$ cat src/rtl/qbp_pkg.sv
package qbp_pkg;
   typedef enum logic {
      QBP_PULLUP     = 1'b0,
      QBP_OPEN_DRAIN = 1'b1
   } qbp_style_e;
endpackage

$ cat src/rtl/qbp_latch.sv
module qbp_latch #(
   parameter int WIDTH = 8
) (
   input  logic             clk,
   input  logic             rst_n,
   input  logic             wr_en,
   input  logic [WIDTH-1:0] wr_data,
   output logic [WIDTH-1:0] latch_q
);
   localparam logic [WIDTH-1:0] RESET_VAL = {WIDTH{1'b1}};

   always_ff @(posedge clk or negedge rst_n) begin
      if (!rst_n)     latch_q <= RESET_VAL;
      else if (wr_en) latch_q <= wr_data;
   end
endmodule

$ cat src/rtl/qbp_pin_cell.sv
module qbp_pin_cell #(
   parameter qbp_pkg::qbp_style_e STYLE = qbp_pkg::QBP_PULLUP
) (
   input  logic latch_bit,
   input  logic alt_bit,
   input  logic ext_en,
   input  logic ext_val,
   output logic pull_low,
   output logic level,
   output logic floating
);
   logic released;

   assign released = latch_bit & alt_bit;
   assign pull_low = ~released;

   if (STYLE == qbp_pkg::QBP_PULLUP) begin : g_pullup
      // released and undriven: internal pull-up holds the pin high
      assign level    = released & (ext_en ? ext_val : 1'b1);
      assign floating = 1'b0;
   end else begin : g_open_drain
      // released and undriven: nothing holds the pin, flag it
      assign level    = released & ext_en & ext_val;
      assign floating = released & ~ext_en;
   end
endmodule

$ cat src/rtl/qbp_read_path.sv
module qbp_read_path #(
   parameter int WIDTH = 8
) (
   input  logic             clk,
   input  logic             rst_n,
   input  logic             rd_pin_en,
   input  logic             rd_latch_en,
   input  logic [WIDTH-1:0] pin_lvl,
   input  logic [WIDTH-1:0] latch_q,
   output logic [WIDTH-1:0] rd_data
);
   always_ff @(posedge clk or negedge rst_n) begin
      if (!rst_n)           rd_data <= '0;
      else if (rd_latch_en) rd_data <= latch_q;
      else if (rd_pin_en)   rd_data <= pin_lvl;
   end
endmodule

$ cat src/rtl/qbp_port.sv
module qbp_port #(
   parameter int                  WIDTH = 8,
   parameter qbp_pkg::qbp_style_e STYLE = qbp_pkg::QBP_PULLUP
) (
   input  logic             clk,
   input  logic             rst_n,
   input  logic             wr_en,
   input  logic [WIDTH-1:0] wr_data,
   input  logic             rd_pin_en,
   input  logic             rd_latch_en,
   output logic [WIDTH-1:0] rd_data,
   input  logic [WIDTH-1:0] alt_out,
   input  logic [WIDTH-1:0] ext_en,
   input  logic [WIDTH-1:0] ext_val,
   output logic [WIDTH-1:0] pull_low,
   output logic [WIDTH-1:0] pin_float
);
   localparam int MAX_WIDTH = 64;

   if (WIDTH < 1 || WIDTH > MAX_WIDTH) begin : g_bad_width
      $error("qbp_port: WIDTH must lie in 1..%0d", MAX_WIDTH);
   end

   logic [WIDTH-1:0] latch_q;
   logic [WIDTH-1:0] pin_lvl;

   qbp_latch #(.WIDTH(WIDTH)) u_latch (
      .clk     (clk),
      .rst_n   (rst_n),
      .wr_en   (wr_en),
      .wr_data (wr_data),
      .latch_q (latch_q)
   );

   for (genvar b = 0; b < WIDTH; b++) begin : g_bit
      qbp_pin_cell #(.STYLE(STYLE)) u_cell (
         .latch_bit (latch_q[b]),
         .alt_bit   (alt_out[b]),
         .ext_en    (ext_en[b]),
         .ext_val   (ext_val[b]),
         .pull_low  (pull_low[b]),
         .level     (pin_lvl[b]),
         .floating  (pin_float[b])
      );
   end

   qbp_read_path #(.WIDTH(WIDTH)) u_read (
      .clk         (clk),
      .rst_n       (rst_n),
      .rd_pin_en   (rd_pin_en),
      .rd_latch_en (rd_latch_en),
      .pin_lvl     (pin_lvl),
      .latch_q     (latch_q),
      .rd_data     (rd_data)
   );
endmodule

$ cat config.mk
export PLATFORM = sky130hd
export DESIGN_NAME = qbp_port
export DESIGN_NICKNAME = d
export VERILOG_FILES = /design/src/rtl/qbp_pkg.sv /design/src/rtl/qbp_latch.sv /design/src/rtl/qbp_pin_cell.sv /design/src/rtl/qbp_read_path.sv /design/src/rtl/qbp_port.sv
export SDC_FILE = /design/constraint.sdc
export NUM_CORES = 1
export LEC_CHECK = 0
export BUFFER_PORTS_ARGS = -buffer_cell sky130_fd_sc_hd__buf_2
export CAP_MARGIN = 20
export CELL_PAD_IN_SITES_DETAIL_PLACEMENT = 1
export CELL_PAD_IN_SITES_GLOBAL_PLACEMENT = 2
export CORE_MARGIN = 2
export CORE_UTILIZATION = 26
export CTS_BUF_LIST = sky130_fd_sc_hd__clkbuf_4 sky130_fd_sc_hd__clkbuf_8
export CTS_CLUSTER_SIZE = 30
export DETAILED_ROUTE_END_ITERATION = 6
export PLACE_DENSITY = 0.85
export SYNTH_ARGS = -nofsm -noshare
export SYNTH_HDL_FRONTEND = slang
export SYNTH_SLANG_ARGS = --single-unit
$ cat constraint.sdc
create_clock -name clk -period 1.7 [get_ports clk]
set_clock_uncertainty 0.1 [all_clocks]
set_input_delay 0.085 -clock clk [delete_from_list [all_inputs] [get_ports clk]]
set_output_delay 0.085 -clock clk [all_outputs]
set_load 0.01 [all_outputs]
==> flow_summary_export.csv <==
group,metric,value,unit
run_status,outcome,"complete, no violations",
layout,nFillCells,405,
clock_tree,clkLatencyLatePin,0.28,ns
detailed_routing,via_count,869,
detailed_routing,ant_nets,0,
clock_tree,cts_sinks,16,
sta,fmax,669,MHz
worst_setup_path,crit_arrival,1.62,ns
layout,layout_common_cells,"buf_2, dlygate4sd3_1, nand2_1",
synthesis,synth_largest_area_cell,"dfstp_2",
worst_setup_path,cp_top_family,"buffers and inverters",
placement,post-dp-hpwl,1900,um
synthesis,synth_top_area_share,0.226,
sta,fin_crit,1.49,ns
clock_tree,cts_resized,0,
sta,finalMaxSlewViolations,0,
worst_setup_path,start_kind,"register",
layout,final_layout_size_suffix_gt1_frac,0.477,
global_route,grt_overflow,0,
global_route,grt_max_degree,17,
layout,register_area,410,um2
synthesis,avgSynthCellArea,10.9,um2
detailed_routing,route.final.wire_length,2620,um
layout,antenna_cells,0,
worst_setup_path,worstPathMaxFanout,4,
detailed_routing,drcViolationCount,0,
synthesis,syn_inst,85,
sta,finalHoldViolations,0,
die,start_util,0.274,
clock_tree,htree_levels,1,
layout,area_growth,47.7,%
synthesis,seq_area_frac_synth,0.442,
worst_setup_path,end_kind,"register",
layout,multi_input_comb_area,360,um2
die,dieArea,0.00406,mm2
worst_hold_path,hold_class,"in -> reg",
global_route,antenna_found_initial,0,
die,rows,21,
detailed_routing,first_pass_iters,4,
detailed_routing,vias_per_cell,4.41,
die,io_pins,61,
layout,layout_commonest_cell,"buf_2",
worst_setup_path,crit_chain,"o2111ai_1 -> dlygate4sd3_1 -> nand2_1",
placement,place.gp.congestion,0.690,
run,cap_violations,0,
synthesis,synth_area_leaders,"dfstp_2, dfrtp_1, buf_4, mux2_4, o2111ai_1",
clock_tree,cts-root-buf,"clkbuf_4",
power,leakage,0.701,nW
sta,rsz0062_at_grt,"false",
placement,place_area,0.00112,mm2
placement,port_buffers,52,
sta,finalSetupViolations,0,
die,die_x,63.8,um
synthesis,yosysWarningCount,0,
power,ir_worst_vdd,200,uV
clock_tree,cts_inserted_buffers,3,
synthesis,ys_seq_elements,16,
layout,fin_area,0.00137,mm2
detailed_routing,routedWlPerCell,13.3,um
detailed_routing,drtIter0Drc,30,
clock_tree,cts.clk_slew.worst_paths,0.10,ns
global_route,grtUsageTotal,0.133,
power,p_per_area,677,mW/mm2
die,die_h,63.8,um
worst_setup_path,worstSetupPathType,"reg -> reg",
worst_setup_path,path_buf_inv,1,
global_route,grt_pass1_wl,4170,um
sta,post-route-period-util,0.879,
clock_tree,cts_tree,"yes",
global_route,grt_pass1_vias,927,
worst_setup_path,worstPathRequired,1.83,ns
sta,setup_tns,0,ns
worst_setup_path,crit_path_top_delay_cell,"dlygate4sd3_1",
synthesis,ys_types,11,
die,core,0.00339,mm2
clock_tree,cts_max_path_buffers,2,
layout,finalNetCount,190,
worst_setup_path,slowest_delay,0.59,ns
synthesis,netlist_area,928,um2
-- path summary, 6_finish.rpt --
kind | from | end | slack [ns] | cells after the start
worst min-delay path | ext_val[0] | u_read.rd_data[0] | 0.0006 | 3
worst min register to register | u_read.rd_data[0] | u_read.rd_data[0] | 0.40 | 2
max in group asynchronous | rst_n | u_latch.latch_q[0] | 1.03 | 2
min in group asynchronous | rst_n | u_read.rd_data[3] | 0.15 | 2
worst max register to register | u_latch.latch_q[5] | u_read.rd_data[5] | 0.21 | 3
worst max-delay path | u_latch.latch_q[5] | u_read.rd_data[5] | 0.21 | 3
-- cell usage after synthesis --
| library cell | number |
|---|---|
| nand2_1 | 16 |
| buf_6 | 3 |
| nor2_8 | 1 |
| dfstp_2 | 8 |
| dfrtp_1 | 8 |
| o2111ai_1 | 8 |
| inv_1 | 8 |
| a22oi_1 | 8 |
| mux2_4 | 8 |
| buf_4 | 16 |
| conb_1 | 1 |
-- layout make-up --
class	count	share of cell area
clock buffer	3	0.0164
inverter	8	0.0219
multi-input combinational	49	0.263
sequential	16	0.299
tap	46	0.0420
timing repair buffer	75	0.358
-- what timing repair did --
action                                 CTS  global route
hold buffers                            23             0
setup buffers                            0             0
endpoints found under the hold margin   32             0
-- cells by family (layout without fill, tap and decap cells) --
group,count (synthesis),in the layout,share of synthesized area
muxes,8,8,0.129
DFF,16,16,0.442
and+or+nand+nor,17,17,0.0863
AOI/OAI and AO/OA,16,16,0.140
other,1,8,0.00404
buffers and inverters,27,86,0.198
-- power by group --
| part | switching [mW] | internal [mW] | leakage, nW |
|---|---|---|---|
| sequential | 0.0343 | 0.439 | 0.182 |
| combinational | 0.114 | 0.140 | 0.505 |
| clock | 0.118 | 0.0821 | 0.0138 |
| total | 0.266 | 0.662 | 0.701 |
-- state kept, by name, summed over array words and instances (netlist names) --
name             count
u_read.rd_data       8
u_latch.latch_q      8
-- worst reg2reg max path, cell delays in order, from the launching register on --
cell	delay, ns
dfstp_2	0.57
o2111ai_1	0.12
dlygate4sd3_1	0.59
nand2_1	0.06
-- layer usage --
layer	wire (um)	GRT usage
met1	1010	0.135
met2	1430	0.264
met3	160	0.0299
met4	12	0.0408
met5	0	0
-- metrics by stage --
step | util | total power, mW | hold WS [ns] | setup slack, ns | cells
after floorplan | - | 0.625 | -0.311 | 0.815 | 92
after global placement | 0.330 | 0.687 | -0.0852 | 0.795 | 171
after detailed placement | 0.330 | 0.699 | -0.0753 | 0.774 | 171
after CTS | 0.405 | 0.940 | 0.00177 | 0.238 | 197
after global routing | 0.405 | 0.981 | 0.0179 | 0.152 | 197
final | 0.405 | 0.928 | 0.000607 | 0.205 | 197
Power figures use the tool's default switching activity.
